==> src/rtl/tmr_chan_pkg.sv <==
package tmr_chan_pkg;
  localparam int CFG_W   = 16;
  localparam int ROUTE_W = 5;

  localparam int B_LEVEL = 1;
  localparam int B_IE    = 2;
  localparam int B_PER   = 3;
  localparam int B_M32   = 8;
  localparam int B_ROUTE = 9;
  localparam int B_MSG   = 14;

  localparam logic [CFG_W-1:0] CFG_MASK =
    CFG_W'((1 << B_LEVEL) | (1 << B_IE) | (1 << B_PER) | (1 << B_M32) |
           (((1 << ROUTE_W) - 1) << B_ROUTE) | (1 << B_MSG));

  typedef struct packed {
    logic               level;
    logic               ie;
    logic               periodic;
    logic               m32;
    logic [ROUTE_W-1:0] route;
    logic               msg_en;
  } cfg_t;
endpackage

==> src/rtl/tmr_chan_cfg.sv <==
module tmr_chan_cfg
  import tmr_chan_pkg::*;
(
  input  logic             clk_i,
  input  logic             rst_ni,
  input  logic             we_i,
  input  logic [CFG_W-1:0] wdata_i,
  output logic [CFG_W-1:0] cfg_o,
  output cfg_t             dec_o
);
  logic [CFG_W-1:0] cfg_q;

  always_ff @(posedge clk_i or negedge rst_ni) begin
    if (!rst_ni)   cfg_q <= '0;
    else if (we_i) cfg_q <= wdata_i & CFG_MASK;
  end

  assign cfg_o          = cfg_q;
  assign dec_o.level    = cfg_q[B_LEVEL];
  assign dec_o.ie       = cfg_q[B_IE];
  assign dec_o.periodic = cfg_q[B_PER];
  assign dec_o.m32      = cfg_q[B_M32];
  assign dec_o.route    = cfg_q[B_ROUTE +: ROUTE_W];
  assign dec_o.msg_en   = cfg_q[B_MSG];

  p_cfg_write_r1: assert property (@(posedge clk_i) disable iff (!rst_ni)
    we_i |=> cfg_q == ($past(wdata_i) & CFG_MASK));
endmodule

==> src/rtl/tmr_chan_cmp.sv <==
module tmr_chan_cmp #(
  parameter int CNT_W = 64,
  parameter int LOW_W = 32
) (
  input  logic             clk_i,
  input  logic             rst_ni,
  input  logic             glb_en_i,
  input  logic             tick_i,
  input  logic [CNT_W-1:0] cnt_i,
  input  logic             we_i,
  input  logic [CNT_W-1:0] wdata_i,
  input  logic             periodic_i,
  input  logic             m32_i,
  output logic [CNT_W-1:0] cmp_o,
  output logic             match_o
);
  localparam int HI_W = CNT_W - LOW_W;

  logic [CNT_W-1:0] cmp_q, per_q, adv_full, adv_low, adv;
  logic             eq_full, eq_low;

  assign eq_full = (cnt_i == cmp_q);
  assign eq_low  = (cnt_i[LOW_W-1:0] == cmp_q[LOW_W-1:0]);
  assign match_o = glb_en_i & tick_i & (m32_i ? eq_low : eq_full);

  assign adv_full = cmp_q + per_q;
  // narrow mode: wrap inside the low half, keep the high half
  assign adv_low  = {cmp_q[CNT_W-1 -: HI_W], cmp_q[LOW_W-1:0] + per_q[LOW_W-1:0]};
  assign adv      = m32_i ? adv_low : adv_full;

  always_ff @(posedge clk_i or negedge rst_ni) begin
    if (!rst_ni) begin
      cmp_q <= '1;
      per_q <= '0;
    end else if (we_i) begin
      cmp_q <= wdata_i;
      if (periodic_i) per_q <= wdata_i;
    end else if (match_o && periodic_i) begin
      cmp_q <= adv;
    end
  end

  assign cmp_o = cmp_q;

  p_oneshot_hold_r5: assert property (@(posedge clk_i) disable iff (!rst_ni)
    (match_o && !periodic_i && !we_i) |=> cmp_q == $past(cmp_q));

  p_period_step_r6: assert property (@(posedge clk_i) disable iff (!rst_ni)
    (match_o && periodic_i && !we_i && !m32_i) |=> cmp_q == $past(cmp_q + per_q));

  p_narrow_high_r7: assert property (@(posedge clk_i) disable iff (!rst_ni)
    (match_o && periodic_i && !we_i && m32_i) |=>
      cmp_q[CNT_W-1 -: HI_W] == $past(cmp_q[CNT_W-1 -: HI_W]));

  p_write_wins_r10: assert property (@(posedge clk_i) disable iff (!rst_ni)
    we_i |=> cmp_q == $past(wdata_i));
endmodule

==> src/rtl/tmr_chan_irq.sv <==
module tmr_chan_irq (
  input  logic clk_i,
  input  logic rst_ni,
  input  logic match_i,
  input  logic clr_i,
  input  logic level_i,
  input  logic ie_i,
  output logic sts_o,
  output logic irq_o
);
  logic sts_q, edge_q;

  always_ff @(posedge clk_i or negedge rst_ni) begin
    if (!rst_ni) begin
      sts_q  <= 1'b0;
      edge_q <= 1'b0;
    end else begin
      if (match_i)    sts_q <= 1'b1;
      else if (clr_i) sts_q <= 1'b0;
      edge_q <= match_i & ie_i & ~level_i;
    end
  end

  assign sts_o = sts_q;
  assign irq_o = level_i ? (sts_q & ie_i) : edge_q;

  p_sts_set_r4: assert property (@(posedge clk_i) disable iff (!rst_ni)
    match_i |=> sts_q);

  p_sts_clear_r4: assert property (@(posedge clk_i) disable iff (!rst_ni)
    (clr_i && !match_i) |=> !sts_q);

  p_edge_cause_r9: assert property (@(posedge clk_i) disable iff (!rst_ni)
    (irq_o && !level_i) |-> $past(match_i && ie_i));

  p_level_hold_r8: assert property (@(posedge clk_i) disable iff (!rst_ni)
    (level_i && ie_i && irq_o && !clr_i && $stable(level_i)) |=> (sts_q || !ie_i));
endmodule

==> src/rtl/tmr_chan.sv <==
module tmr_chan
  import tmr_chan_pkg::*;
#(
  parameter int CNT_W = 64,
  parameter int LOW_W = 32
) (
  input  logic               clk_i,
  input  logic               rst_ni,
  input  logic               glb_en_i,
  input  logic               cnt_tick_i,
  input  logic [CNT_W-1:0]   cnt_i,
  input  logic               cfg_we_i,
  input  logic [CFG_W-1:0]   cfg_wdata_i,
  input  logic               cmp_we_i,
  input  logic [CNT_W-1:0]   cmp_wdata_i,
  input  logic               sts_clr_i,
  output logic [CFG_W-1:0]   cfg_o,
  output logic [CNT_W-1:0]   cmp_o,
  output logic [ROUTE_W-1:0] route_o,
  output logic               msg_en_o,
  output logic               sts_set_o,
  output logic               sts_o,
  output logic               irq_o
);
  cfg_t cfg;
  logic match;

  tmr_chan_cfg i_cfg (
    .clk_i   (clk_i),
    .rst_ni  (rst_ni),
    .we_i    (cfg_we_i),
    .wdata_i (cfg_wdata_i),
    .cfg_o   (cfg_o),
    .dec_o   (cfg)
  );

  tmr_chan_cmp #(.CNT_W(CNT_W), .LOW_W(LOW_W)) i_cmp (
    .clk_i      (clk_i),
    .rst_ni     (rst_ni),
    .glb_en_i   (glb_en_i),
    .tick_i     (cnt_tick_i),
    .cnt_i      (cnt_i),
    .we_i       (cmp_we_i),
    .wdata_i    (cmp_wdata_i),
    .periodic_i (cfg.periodic),
    .m32_i      (cfg.m32),
    .cmp_o      (cmp_o),
    .match_o    (match)
  );

  tmr_chan_irq i_irq (
    .clk_i   (clk_i),
    .rst_ni  (rst_ni),
    .match_i (match),
    .clr_i   (sts_clr_i),
    .level_i (cfg.level),
    .ie_i    (cfg.ie),
    .sts_o   (sts_o),
    .irq_o   (irq_o)
  );

  assign sts_set_o = match;
  assign route_o   = cfg.route;
  assign msg_en_o  = cfg.msg_en;

  p_no_match_off_r3: assert property (@(posedge clk_i) disable iff (!rst_ni)
    (!glb_en_i || !cnt_tick_i) |-> !sts_set_o);
endmodule

==> config.mk <==
export PLATFORM = sky130hd
export DESIGN_NAME = tmr_chan
export DESIGN_NICKNAME = d
export VERILOG_FILES = /design/src/rtl/tmr_chan_pkg.sv /design/src/rtl/tmr_chan_cfg.sv /design/src/rtl/tmr_chan_cmp.sv /design/src/rtl/tmr_chan_irq.sv /design/src/rtl/tmr_chan.sv
export SDC_FILE = /design/constraint.sdc
export NUM_CORES = 1
export LEC_CHECK = 0
export BUFFER_PORTS_ARGS = -buffer_cell sky130_fd_sc_hd__buf_2
export CAP_MARGIN = 20
export CORE_MARGIN = 2
export CORE_UTILIZATION = 60
export CTS_CLUSTER_SIZE = 24
export DETAILED_ROUTE_END_ITERATION = 7
export PLACE_DENSITY_LB_ADDON = 0.12
export RECOVER_POWER = 25
export SLEW_MARGIN = 5
export SYNTH_ARGS = -nofsm -noshare
export SYNTH_HDL_FRONTEND = slang
export SYNTH_SLANG_ARGS = --single-unit
==> constraint.sdc <==
create_clock -name clk_i -period 8 [get_ports clk_i]
set_clock_uncertainty 0.1 [all_clocks]
set_input_delay 0.4 -clock clk_i [delete_from_list [all_inputs] [get_ports clk_i]]
set_output_delay 0.4 -clock clk_i [all_outputs]
set_load 0.005 [all_outputs]
==> After elaboration in Yosys (flattened, before gate mapping) <==
Cells that the tools add are included.
{ "totals": {"register_bits": 140, "latchBits": 0, "ram_bits": 0, "romBits": 0, "inputBits": 151, "memories": 0} }
{ "op_classes": {"add_sub_neg": 2, "multipliers": 0, "n_div": 0, "n_lt_le_gt_ge": 0, "eq_ne": 3, "shift": 0, "muxes": 7, "bitwise_logic": 6, "reduce_logical": 5} }
{ "op_table": {"columns": ["cell", "count"], "rows": [
  ["two-way mux 64 bit", 3],
  ["adder 64 bit", 1],
  ["equality test 64 bit", 1],
  ["adder 32 bit", 1],
  ["equality test 32 bit", 1],
  ["bitwise AND 1 bit", 5],
  ["two-way mux 1 bit", 4],
  ["AND reduction 2 bit", 2],
  ["nonzero test 2 bit", 2],
  ["!= test 2 bit (second input constant)", 1],
  ["logical AND 1 bit", 1],
  ["inverter 1 bit", 1]
]} }

==> Depth between registers and ports, before layout <==
{ "logic_depth": {"ltp_word": 6, "ltp_mapped": 12, "depth_no_buf": 12} }

==> Hierarchy <==
Synthesis repeated with hierarchy kept, for this count alone.
{ "unflattened": {"hier_cells": 1166, "area_unflattened_um2": 10520.1} }
{ "by_module_without_submodules": {"columns": ["mod", "instances", "cells_per_inst", "area_each_um2"], "rows": [
  ["tmr_chan_cmp", 1, 1119, 9902.0],
  ["tmr_chan_cfg", 1, 38, 535.5],
  ["tmr_chan_irq", 1, 9, 82.6]
]} }

==> Worst setup path after synthesis <==
Ideal clock, no wire load.
{ "synth_path": {"path_kind": "reg2reg", "startpoint": "register i_cmp.cmp_q[0], in the netlist i_cmp.cmp_o[0]", "endpoint": "register i_cmp.cmp_q[54], in the netlist i_cmp.cmp_o[54]", "setup_ps": 81, "arrival_ps": 2656, "setup_slack_ps": 5163, "path_stages_with_launch": 13, "path_cell_list": "dfstp_2 -> ha_1 -> inv_1 -> fa_1 -> o21bai_1 -> o21ai_1 -> a311oi_2 -> o2111ai_1 -> a21oi_1 -> a21oi_1 -> o21ai_0 -> nand3_1 -> o211ai_1"} }
{ "synth_via": {"elab_chain_cells": 6, "word_cells_on_any_way": 11} }
{ "synth_lines": {"columns": ["item", "line_no", "rtl"], "rows": [
  ["start: declaration", "tmr_chan_cmp.sv:19", "logic [CNT_W-1:0] cmp_q, per_q, adv_full, adv_low, adv;"],
  ["start signal: assignment", "tmr_chan_cmp.sv:36", "cmp_q <= wdata_i;"],
  ["start signal: assignment", "tmr_chan_cmp.sv:39", "cmp_q <= adv;"],
  ["parallel branches: the longest is 6 deep, another holds adder 64 bit", null, null]
]} }
Several ways; the timed one is not identified. The select of a mux whose other input is x is not followed.
A chain may end at the register's enable or synchronous reset.

==> flow_metrics.py <==
metrics = {
    "drt": {
        "post_drt_wl_per_cell_microns": 20.4,
        "drt_iter0_drc": 1052,
        "drc": 0,
        "via_per_inst": 6.23,
        "dr.pass1.iters": 5,
        "drtAntennaViolNets": 0,
        "via_count": 10125,
        "routed_wl_microns": 33100,
    },
    "worst_setup_path": {
        "cp-end-kind": "asynchronous set/reset pin",
        "arrival_ps": 4570,
        "r2r_slack_ps": 4050,
        "path_class": "in -> async",
        "crit_path_start_kind": "primary input",
        "worstPathRequired_ps": 8310,
        "worstPathMaxFanout": 77,
        "worst_r2r_path_depth": 10,
    },
    "floorplanning": {
        "die_w_microns": 138,
        "start_util_pct": 61.9,
        "die_area_sq_um": 19000,
        "rows": 48,
        "core_area_sq_um": 17400,
        "die_y_microns": 138,
        "ios": 240,
    },
    "place": {
        "hpwl_microns": 24800,
        "dp_slack_ps": 3940,
        "place_area_sq_um": 11800,
        "placed_cells": 1589,
        "place.gp.congestion": 1.03,
        "portBuffers": 227,
    },
    "clocking": {
        "cts_tree": "done",
        "cts_buffers": 17,
        "clock-root-buffer": "clkbuf_16",
        "insertion_delay_ps": 440,
        "htree_levels": 4,
        "clk_pin_slew_ps": 60,
        "cts.sinks": 140,
        "cts_resized": 0,
        "ctsLongestPathBuffers": 2,
    },
    "cells_and_area": {
        "fillers": 1430,
        "final_area_sq_um": 12500,
        "nets": 1600,
        "finalNonFillerCells": 1624,
        "syn_to_final_growth_pct": 15.8,
        "layout-drive-gt1-share_pct": 29.8,
        "finalCoreUtilization_pct": 71.6,
    },
    "global_routing": {
        "grt.total_usage_pct": 35.1,
        "grt_pass1_wl_microns": 51100,
        "grt_max_degree": 78,
        "grt_pass1_vias": 9685,
        "antenna_found_initial": 4,
        "overflow": 0,
    },
    "logic_synthesis": {
        "synth_top_area_cell": "dfrtp_1",
        "synth_area_leaders": "dfrtp_1, dfstp_2, mux2_2, ha_1, xnor2_1",
        "ys_ff_latch": 140,
        "syn_avg_cell_area_sq_um": 8.90,
        "ys_seq_area_share_pct": 33.3,
        "yosys_warnings": 0,
        "ys_types": 77,
        "synth_top_area_share_pct": 17.7,
        "synth_cells": 1211,
        "synth_top_cells_by_count": "a21oi_1, nand2_1, nor2_1, xnor2_1, dfrtp_1",
        "synth_enable_flop_cells": 0,
        "synth_ff_type": "dfrtp_1",
        "async_flop_share_pct": 100,
        "synth_most_common_cell": "a21oi_1",
        "netlist_area_sq_um": 10800,
    },
    "timing": {
        "setup_slack_ps": 3750,
        "worst_pin_slew_ps": 3530,
        "maxSlewViolCount": 65,
        "fin_crit_sh_pct": 53.2,
        "min_period_ps": 4250,
        "tns_ps": 0,
        "relSlewSlack_pct": -135,
        "final-setup-viol-count": 0,
        "fmax_mhz": 235,
        "rsz0062_at_grt": "false",
        "hold_viol_final": 0,
    },
    "hold_path": {
        "hold_path_depth": 2,
        "min_path_type": "in -> reg",
    },
    "job": {
        "maxCapViolations": 1,
    },
    "power_and_ir_drop": {
        "ir_drop_mv": 0.219,
        "clkPwrFrac_pct": 28.4,
        "share_comb_of_total_power_pct": 41.3,
        "power.static_leakage_nw": 5.50,
        "p_switching_w": 0.00118,
        "power_density_nw_per_um2": 246,
        "sw_frac_of_total_pct": 38.5,
        "p_int_w": 0.00189,
        "p_seq_share_pct": 30.3,
    },
    "run_status": {
        "violations": "capacitance limit, slew limit",
        "outcome": "finished with violations",
    },
}
flip-flops by register name (all words and copies together) (netlist names):
register,flops
i_cmp.per_q,64
i_cmp.cmp_o,64
i_irq.sts_o,1
i_irq.edge_q,1
i_cfg.cfg_o,10
kinds of logic after synthesis:
| group | after synthesis | share of synthesized area [%] |
|---|---|---|
| flip-flops | 140 | 33.3 |
| AO/OA/AOI/OAI | 348 | 20.2 |
| adder cells (fa/ha/maj) | 64 | 7.50 |
| multiplexers | 88 | 9.02 |
| other | 1 | 0.0348 |
| buffers and inverters | 109 | 4.81 |
| XOR/XNOR | 114 | 9.27 |
| AND/OR/NAND/NOR | 347 | 15.9 |
cell usage in the layout (no fill, tap or decap), types with 5 or more instances in the layout:
cell type and n:
nand2_1 111, nor4_1 5, and2_1 6, conb_1 6, nand3_1 21, clkbuf_1 5, clkbuf_16 17, o21bai_1 12
o211ai_1 11, buf_4 7, or3_1 6, xnor2_1 79, a21oi_1 125, nor2_1 83, inv_1 23, dfstp_2 63
o21ai_1 40, xor2_1 35, buf_2 222, o21a_1 11, a21o_1 39, nor3_1 19, a31oi_1 11, a211oi_1 11
nor3b_1 10, dfrtp_1 76, nand4_1 40, ha_1 63, and3_1 8, nand2b_1 6, mux2_2 73, mux2i_1 15
o21ai_0 50
final timing paths:
kind / endpoint / start
worst max-delay path: i_cmp.per_q[52]$_DFFE_PN0P_ / rst_ni
worst min-delay path: i_irq.sts_o$_DFFE_PN0P_ / sts_clr_i
worst max register to register: i_cmp.cmp_o[42]$_DFFE_PN1P_ / i_cmp.cmp_o[57]$_DFFE_PN1P_
worst min register to register: i_irq.edge_q$_DFF_PN0_ / i_cfg.cfg_o[1]$_DFFE_PN0P_
max in group clk_i: i_cmp.cmp_o[42]$_DFFE_PN1P_ / i_cmp.cmp_o[57]$_DFFE_PN1P_
min in group asynchronous: i_cmp.per_q[21]$_DFFE_PN0P_ / rst_ni
worst max-delay path: stages:
cell	delay, ps
dlygate4sd3_1	520
clkbuf_1	2470
buf_4	1060
layout make-up:
cell class,count,area (sq um),share of cell area (%)
multi-input cells,967,6690,53.7
flip-flops and latches,140,3580,28.7
repair buffers,235,1200,9.62
clock buffers,18,429,3.44
well taps,225,282,2.26
clock inverters,14,193,1.54
inverters,24,90.1,0.722
diodes,1,2.50,0.0201
per-layer routing:
metal	GRT usage, %	vias to the layer above	part of all wire [%]
met5	0	-	0.13
met4	13.0	6	3.0
met3	7.71	85	8.1
met2	56.1	443	46
met1	46.7	4863	43
li1	-	4728	-
metrics by stage:
stage	hold slack, ps	total power [W]
floorplan	4.41	0.00183
global route	65.2	0.00322
global placement	313	0.00214
finish	46.7	0.00306
detailed placement	325	0.00217
CTS	38.1	0.00305
power groups by stage:
| stage | combinational [W] | sequential, W | clock, W |
|---|---|---|---|
| floorplan | 0.000921 | 0.000908 | 0 |
| global placement | 0.00121 | 0.000931 | 0 |
| detailed placement | 0.00123 | 0.000937 | 0 |
| CTS | 0.00124 | 0.000928 | 0.000875 |
| global route | 0.00138 | 0.000940 | 0.000900 |
| finish | 0.00126 | 0.000929 | 0.000871 |
what timing repair did:
item	in CTS	in global routing
endpoints found under the setup margin	0	0
buffers inserted	0	0
hold endpoints to repair	31	0
hold buffers	1	0
(Power assumes the default switching activity.)
